**config.mk**
```make
export PLATFORM = sky130hd
export DESIGN_NAME = mdio_master
export DESIGN_NICKNAME = d
export VERILOG_FILES = /design/src/rtl/mdio_pkg.sv /design/src/rtl/mdio_phase_timer.sv /design/src/rtl/mdio_in_sync.sv /design/src/rtl/mdio_master.sv
export SDC_FILE = /design/constraint.sdc
export NUM_CORES = 1
export LEC_CHECK = 0
export ABC_CLOCK_PERIOD_IN_PS = 2840
export CORE_MARGIN = 1.5
export CORE_UTILIZATION = 57
export CTS_BUF_LIST = sky130_fd_sc_hd__clkbuf_8 sky130_fd_sc_hd__clkbuf_16
export CTS_CLUSTER_DIAMETER = 30
export CTS_CLUSTER_SIZE = 40
export DETAILED_ROUTE_END_ITERATION = 8
export DONT_BUFFER_PORTS = 1
export PLACE_DENSITY = 0.8
export SYNTH_ARGS = -nofsm -noshare
export SYNTH_HDL_FRONTEND = slang
export SYNTH_SLANG_ARGS = --single-unit
```
**constraint.sdc**
```tcl
create_clock -name clk -period 2.84 [get_ports clk]
set_input_delay 0.142 -clock clk [delete_from_list [all_inputs] [get_ports clk]]
set_output_delay 0.142 -clock clk [all_outputs]
set_load 0.01 [all_outputs]
```
**src/rtl/mdio_pkg.sv**
```systemverilog
package mdio_pkg;

    localparam int CYC_W = 7;

    localparam logic [CYC_W-1:0] PRE_LAST   = 7'd31;
    localparam logic [CYC_W-1:0] HDR_FIRST  = 7'd32;
    localparam logic [CYC_W-1:0] TA_CYC     = 7'd46;
    localparam logic [CYC_W-1:0] RD_FIRST   = 7'd47;
    localparam logic [CYC_W-1:0] RD_LAST    = 7'd62;
    localparam logic [CYC_W-1:0] WR_DRV_END = 7'd63;
    localparam logic [CYC_W-1:0] FRAME_LAST = 7'd64;
    localparam logic [CYC_W-1:0] RECOV_LAST = 7'd31;

    typedef enum logic {
        ST_IDLE = 1'b0,
        ST_RUN  = 1'b1
    } seq_state_e;

    typedef struct packed {
        seq_state_e       st;
        logic             hi;
        logic             rd;
        logic             rec;
        logic [CYC_W-1:0] cyc;
        logic [31:0]      sh;
        logic [15:0]      rdat;
        logic             err;
        logic             mdc;
        logic             mdo;
        logic             oe;
        logic             done;
    } seq_t;

endpackage

```
**src/rtl/mdio_phase_timer.sv**
```systemverilog
module mdio_phase_timer #(
    parameter int HP_W = 8
) (
    input  logic            clk,
    input  logic            rst_n,
    input  logic            en,
    input  logic [HP_W-1:0] half_period,
    output logic            tick
);
    logic [HP_W-1:0] cnt_d, cnt_q;

    always_comb begin
        tick  = en && (cnt_q == half_period - HP_W'(1));
        cnt_d = (!en || tick) ? '0 : cnt_q + HP_W'(1);
    end

    always_ff @(posedge clk or negedge rst_n) begin
        if (!rst_n) cnt_q <= '0;
        else        cnt_q <= cnt_d;
    end
endmodule

```
**src/rtl/mdio_in_sync.sv**
```systemverilog
module mdio_in_sync #(
    parameter int STAGES = 2
) (
    input  logic clk,
    input  logic rst_n,
    input  logic din,
    output logic dout
);
    logic [STAGES-1:0] ff_d, ff_q;

    always_comb begin
        ff_d = {ff_q[STAGES-2:0], din};
        dout = ff_q[STAGES-1];
    end

    always_ff @(posedge clk or negedge rst_n) begin
        if (!rst_n) ff_q <= '1;
        else        ff_q <= ff_d;
    end
endmodule

```
**src/rtl/mdio_master.sv**
```systemverilog
module mdio_master
    import mdio_pkg::*;
#(
    parameter int HP_W        = 8,
    parameter int SYNC_STAGES = 2
) (
    input  logic            clk,
    input  logic            rst_n,
    input  logic [HP_W-1:0] half_period,
    input  logic            req_valid,
    output logic            req_ready,
    input  logic            req_read,
    input  logic [4:0]      req_phy,
    input  logic [4:0]      req_reg,
    input  logic [15:0]     req_wdata,
    output logic            mdc,
    output logic            mdio_o,
    output logic            mdio_oe,
    input  logic            mdio_i,
    output logic            done,
    output logic [15:0]     rd_data,
    output logic            rd_err
);
    seq_t            s_d, s_q;
    logic [HP_W-1:0] hp_d, hp_q;
    logic            tick;
    logic            mdio_s;

    mdio_phase_timer #(.HP_W(HP_W)) u_timer (
        .clk         (clk),
        .rst_n       (rst_n),
        .en          (s_q.st == ST_RUN),
        .half_period (hp_q),
        .tick        (tick)
    );

    mdio_in_sync #(.STAGES(SYNC_STAGES)) u_sync (
        .clk   (clk),
        .rst_n (rst_n),
        .din   (mdio_i),
        .dout  (mdio_s)
    );

    always_comb begin
        logic             last;
        logic             fail;
        logic             rec_n;
        logic [CYC_W-1:0] nxt;

        s_d      = s_q;
        s_d.done = 1'b0;
        hp_d     = hp_q;
        last     = 1'b0;
        fail     = 1'b0;
        rec_n    = s_q.rec;
        nxt      = s_q.cyc;

        if (s_q.st == ST_IDLE) begin
            if (req_valid) begin
                // start of cycle 0: low phase with the preamble bit driven
                s_d.st   = ST_RUN;
                s_d.hi   = 1'b0;
                s_d.rd   = req_read;
                s_d.rec  = 1'b0;
                s_d.cyc  = '0;
                s_d.sh   = {2'b01,
                            req_read ? 2'b10 : 2'b01,
                            req_phy, req_reg,
                            req_read ? 2'b00 : 2'b10,
                            req_read ? 16'h0000 : req_wdata};
                s_d.rdat = '0;
                s_d.err  = 1'b0;
                s_d.mdc  = 1'b0;
                s_d.mdo  = 1'b1;
                s_d.oe   = 1'b1;
                hp_d     = (half_period == '0) ? HP_W'(1) : half_period;
            end
        end else if (tick) begin
            if (!s_q.hi) begin
                s_d.mdc = 1'b1;
                s_d.hi  = 1'b1;
            end else begin
                // end of high phase: sample point for reads
                if (s_q.rd && !s_q.rec) begin
                    if (s_q.cyc == TA_CYC && mdio_s)
                        fail = 1'b1;
                    if (s_q.cyc >= RD_FIRST && s_q.cyc <= RD_LAST)
                        s_d.rdat = {s_q.rdat[14:0], mdio_s};
                end
                last = s_q.rec ? (s_q.cyc == RECOV_LAST) : (s_q.cyc == FRAME_LAST);
                if (last) begin
                    s_d.st   = ST_IDLE;
                    s_d.done = 1'b1;
                    s_d.err  = s_q.rec;
                end else begin
                    nxt     = fail ? '0 : s_q.cyc + CYC_W'(1);
                    rec_n   = s_q.rec | fail;
                    s_d.cyc = nxt;
                    s_d.rec = rec_n;
                    s_d.hi  = 1'b0;
                    s_d.mdc = 1'b0;
                    if (rec_n) begin
                        s_d.oe  = 1'b0;
                        s_d.mdo = 1'b0;
                    end else if (nxt <= PRE_LAST) begin
                        s_d.oe  = 1'b1;
                        s_d.mdo = 1'b1;
                    end else if (( s_q.rd && nxt < TA_CYC) ||
                                 (!s_q.rd && nxt <= WR_DRV_END)) begin
                        s_d.oe  = 1'b1;
                        s_d.mdo = s_q.sh[31];
                        s_d.sh  = {s_q.sh[30:0], 1'b0};
                    end else begin
                        s_d.oe  = 1'b0;
                        s_d.mdo = 1'b0;
                    end
                end
            end
        end
    end

    always_ff @(posedge clk or negedge rst_n) begin
        if (!rst_n) begin
            s_q  <= '0;
            hp_q <= HP_W'(1);
        end else begin
            s_q  <= s_d;
            hp_q <= hp_d;
        end
    end

    assign req_ready = (s_q.st == ST_IDLE);
    assign mdc       = s_q.mdc;
    assign mdio_o    = s_q.mdo;
    assign mdio_oe   = s_q.oe;
    assign done      = s_q.done;
    assign rd_data   = s_q.rdat;
    assign rd_err    = s_q.err;
endmodule

```
# After elaboration in Yosys (flattened, before gate mapping)
# Index checks and enable logic that the tools add are counted.
# word_totals
register_bits,82
latch_bits,0
mem_bits_rw,0
mem_bits_ro,0
in_bits,39
out_inout_bits,22
word_cells,95
memories,0
# op_classes
n_addsub,3
n_mul,0
n_div,0
magnitude_cmp,5
n_eq_ne,14
shifts,0
muxes,36
bitwise,2
reduce_logical,20
# op_table
operator,count
32-bit two-way mux,3
63-bit two-way mux,1
61-bit two-way mux,1
60-bit two-way mux,1
57-bit two-way mux,1
16-bit two-way mux,3
40-bit two-way mux,1
8-bit two-way mux,2
"7-bit by 6-bit less-or-equal comparator with 1-bit output, second input constant",2
2-bit two-way mux,7
1-bit two-way mux,13
"2-bit by 1-bit inequality test with 1-bit output, second input constant",5
"8-bit by 1-bit adder with 8-bit output, second input constant",1
8-bit == test,1
8-bit zero test,1
"2-bit inequality test, second input constant",4
4-bit AND reduction,2
"8-bit by 1-bit subtractor with 8-bit output, second input constant",1
"7-bit by 1-bit adder with 7-bit output, second input constant",1
"7-bit by 5-bit == test with 1-bit output, second input constant",1
"7-bit by 6-bit == test with 1-bit output, second input constant",1
"7-bit == test, second input constant",1
"7-bit by 6-bit greater-or-equal comparator with 1-bit output, second input constant",1
"7-bit by 5-bit less-or-equal comparator with 1-bit output, second input constant",1
other kinds (14),24

# Logic depth before layout (Yosys ltp)
# logic_depth
depth_word,18
ltp_mapped,11

# Modules after synthesis
# A second synthesis with hierarchy kept.
# hier_totals
hier_cells,440
area_unflattened_um2,4241.6
# modules_own_cells
module,instances,cells_per_inst,area_per_inst_um2,seq_area_each_um2
mdio_master,1,361,3487.1,1803.0
mdio_phase_timer,1,77,701.9,200.2
mdio_in_sync,1,2,52.6,52.6

# Worst setup path after synthesis
# Ideal clock, no wire load.
# synth_path
path_kind,reg2reg
startpoint,register hp_q[1]
endpoint,register s_q[57] (netlist name)
setup_ps,92
t_arrival_ps,2650
required_time_ps,2748
path_slack_ps,98
stages_incl_launch_ff,9
path_buffers,1
path_cell_list,dfrtp_1 -> or4_1 -> or3_1 -> a211oi_2 -> o211ai_1 -> buf_2 -> o31a_1 -> or3_4 -> o31ai_2
# synth_between
elab_chain_cells,5
# synth_rtl
element,line_no,rtl
start: declaration,mdio_master.sv:25,"logic [HP_W-1:0] hp_d, hp_q;"
start signal: assignment,mdio_master.sv:128,hp_q <= hp_d;
8-bit by 1-bit subtractor with 8-bit output,mdio_phase_timer.sv:13,tick = en && (cnt_q == half_period - HP_W'(1));
8-bit == test,mdio_phase_timer.sv:13,
1-bit logical AND,mdio_phase_timer.sv:13,
2-bit by 1-bit inequality test with 1-bit output (no source line),--,
4-bit AND reduction (no source line),--,
end signal: assignment,mdio_master.sv:124,s_q <= '0;
end signal: assignment,mdio_master.sv:127,s_q <= s_d;
end: declaration,mdio_master.sv:24,"seq_t s_d, s_q;"
# Every way passes these cells.
# A chain may end at the register's enable or synchronous reset.

# Final worst setup path
# layout_path
startpoint,register hp_q[1]
endpoint,"register s_q, in the netlist rd_data[14]"
# layout_between
elab_chain_cells,5
# layout_rtl
element,line_no
8-bit by 1-bit subtractor with 8-bit output,mdio_phase_timer.sv:13
8-bit == test,mdio_phase_timer.sv:13
1-bit logical AND,mdio_phase_timer.sv:13
2-bit by 1-bit inequality test with 1-bit output (no source line),--
5-bit AND reduction (no source line),--
# Every way passes these cells.

==> flow_summary.toml <==
[cts]
cts-htree-levels = 3
maximum_clock_insertion_buffer_count = 2
worstSkewPairLatency_ns = 0.36
worst_setup_hold_path_clk_slew_ns = 0.10
root_buffer_cell = "clkbuf_8"
clock_tree_from_tritoncts = "yes"
cts_num_sinks = 82
tritoncts.num_buffers = 9

[drt]
vias = 3300
route.final.wire_length_um = 9860
final_antenna_net_count = 0
wl_per_cell_um = 17.8
drt_drc_violations_left = 0
route.detailed.vias_per_inst = 5.95
firstDrtPassIters = 5
first_iter_violations = 177

[timing]
hold_violations_final = 3
final_setup_slack_of_the_worst_path_ns = -0.0120
max_slew.worst_pin.slew_ns = 1.04
post-route-period-util = 1.00
fin_crit_ns = 2.85
drv_slew = 0
maxSlewHeadroom = 0.305
final_setup_violations = 7
totalNegativeSetupSlack_ns = -0.0454
max_clock_freq_ghz = 0.351
final.hold.worst_slack_ns = -0.0209
rsz0062_at_grt = "yes"
worst_clock_skew_ns = 0.0220

[synth]
yosys.area.top_type_share = 0.472
synth-main-ff-cell = "dfrtp_1"
post-synth-top-count-cell = "dfrtp_1"
yosys-mux-area-fraction = 0.0455
synthesis.yosys.warnings = 0
synthDominantAreaCellType = "dfrtp_1"
synth_commonest_cells = "dfrtp_1, inv_1, nand2_1"
synthSimpleGateAreaFrac = 0.141
syn-mean-instance-area_sq_um = 9.62
post_synth_fa_ha_maj_area_fraction = 0.0120
dominant_combinational_cell_family_by_area_after_synthesis = "compound AO/OA/AOI/OAI gates"
syn_area_sq_um = 4180
compound_cell_area_share_of_the_yosys_netlist = 0.184
synthDistinctLibCells = 50
synth-seq-cells = 82
synth_xor_xnor_area_share = 0.0377
synth.net_count = 478
synth_edf_count = 0
postSynth.asyncResetShare = 1.00
ys_seq_area_frac = 0.491
synth.area.top_cells = "dfrtp_1, mux2_1, inv_1"
synth_cells = 435

[floorplanning]
die-height_um = 88.7
die-width_um = 88.7
core_area_sq_um = 7180
rows = 31
start_util = 0.583
fp.dieArea_sq_um = 7860
ioPinCount = 61

[worst_setup_path]
crit_path_top_delay_cell = "or4_4"
setup.worst_path.start_class = "register"
critical_path_capture_point_type = "register"
critical_path_required_ns = 3.11
worstSetupPathType = "reg2reg"
critical_path.cell_chain = "or4_4, or3_4, a211oi_2, o211ai_1, or4_4, clkbuf_16, nand3_2, o21ai_2"
worst_ep_arrival_time_ns = 3.12
critPathMaxStageDelay_ns = 0.65
cp.buffers_inverters = 1
timing.critical_path.mode_cell = "or4_4"
crit_family = "simple AND/OR/NAND/NOR gates"
critical_path_peak_fanout = 8

[final_layout]
final_layout_size_suffix_gt1_frac = 0.232
syn2layout_area_growth_pct = 20.3
fin_area_sq_um = 5030
n_fill_cell = 516
antenna-diode-count = 0
final_core_utilization = 0.702
finish.cell_count_without_fillers = 555
final_nets = 494

[status]
status = "complete, but fails checks"
violations = "negative hold slack, negative setup slack"

[grt]
grt_util_met1 = 0.293
pin_count_of_the_biggest_net_entering_global_routing = 83
global_route_wire_length_before_repair_um = 14200
globalRouteTotalUtil = 0.235
vias_in_the_first_global_route = 3147
gr-usage-met3 = 0.0606
number_of_antenna_violations_at_the_first_check_in_global_routing = 0
globalRouteMet2Util = 0.383
globalRoute.totalOverflow = 0
grt_most_used_layer = "met2"

[pwr]
total_power_per_unit_cell_area_nw_per_um2 = 689
worst_ir_drop_vdd_mv = 0.325
cellLeakagePower_nw = 2.55

[placed_design]
gp_congestion = 0.929
dp.cells = 515
place_ws_ns = -0.100
place.detailed.hpwl_um = 5930
placedInstanceArea_sq_um = 4280
port_buffers = 0

[run]
max_capacitance_violation_count = 0

[hold_path]
holdCritPathClass = "in2reg"
[what timing repair did]
item / 4_1_cts / 5_1_grt
pin swaps: 1 / 12
cloned: 0 / 3
gates resized for setup: 3 / 62
endpoints found under the hold margin: 94 / 2
endpoints found under the setup margin: 47 / 53
hold buffers: 14 / 2
setup buffers: 2 / 3
[cells in the final DEF (no fill, tap or decap), drive strengths merged, types with 4 or more instances in the layout]
| cell type | instances |
|---|---|
| mux2 | 16 |
| o21ai | 42 |
| buf | 28 |
| nor2 | 15 |
| a22o | 16 |
| xor2 | 8 |
| and3 | 4 |
| xnor2 | 10 |
| inv | 43 |
| nor3b | 4 |
| or3 | 6 |
| ha | 4 |
| dlygate4sd3 | 15 |
| clkbuf | 11 |
| nand3 | 22 |
| nor4 | 4 |
| o211ai | 4 |
| a22oi | 14 |
| dfrtp | 79 |
| nand2 | 37 |
| a21oi | 21 |
| or4 | 4 |
| nor3 | 6 |
[state kept, by name, indices dropped and copies added (netlist names)]
register       cells
u_timer.cnt_q      8
mdio_oe            1
rd_data           16
hp_q               8
u_sync.ff_q        2
s_q               43
rd_err             1
mdc                1
done               1
mdio_o             1
[logic make-up after synthesis]
logic type,Yosys count
adder cells (fa/ha/maj),4
buffers and inverters,80
AO/OA/AOI/OAI,118
flip-flops,82
multiplexers,17
XOR/XNOR,18
AND/OR/NAND/NOR,116
[path summary, 6_finish.rpt]
check / start / endpoint / slack (ns) / depth (start not counted)
min in group asynchronous: rst_n / rd_data[15]$_DFFE_PN0P_ / 0.35 / 2
setup reg to reg: hp_q[1]$_DFFE_PN0P_ / rd_data[14]$_DFFE_PN0P_ / -0.01 / 8
hold / removal: req_phy[4] / s_q[48]$_DFFE_PN0P_ / -0.02 / 2
max in group asynchronous: rst_n / u_sync.ff_q[0]$_DFF_PN1_ / 2.11 / 2
hold reg to reg: u_sync.ff_q[0]$_DFF_PN1_ / u_sync.ff_q[1]$_DFF_PN1_ / 0.36 / 0
setup / recovery: hp_q[1]$_DFFE_PN0P_ / rd_data[14]$_DFFE_PN0P_ / -0.01 / 8
[area by class of cell]
class / instances / area [sq um] / area share
multi-input combinational: 273 / 2020 / 0.401
timing repair buffer: 45 / 479 / 0.0952
tap: 99 / 124 / 0.0246
clock buffer: 9 / 124 / 0.0246
sequential: 82 / 2060 / 0.408
clock inverter: 7 / 83.8 / 0.0167
inverter: 40 / 150 / 0.0298
[power breakdown]
part	switching (mW)	internal (mW)
Combinational	0.537	0.469
Clock	0.464	0.422
Sequential	0.239	1.34
[metrics by stage]
stage               power, mW  hold WS [ns]
CTS                      3.39       0.00497
global route             3.67     -0.000218
global placement         2.42        -0.150
floorplan                2.21        -0.154
finish                   3.47       -0.0209
detailed placement       2.45        -0.151
[per-layer routing]
metal,share of wire,vias up
met5,0,-
met4,0.021,0
met3,0.062,17
met2,0.50,98
met1,0.42,1648
li1,-,1537
(Power assumes the default switching activity.)
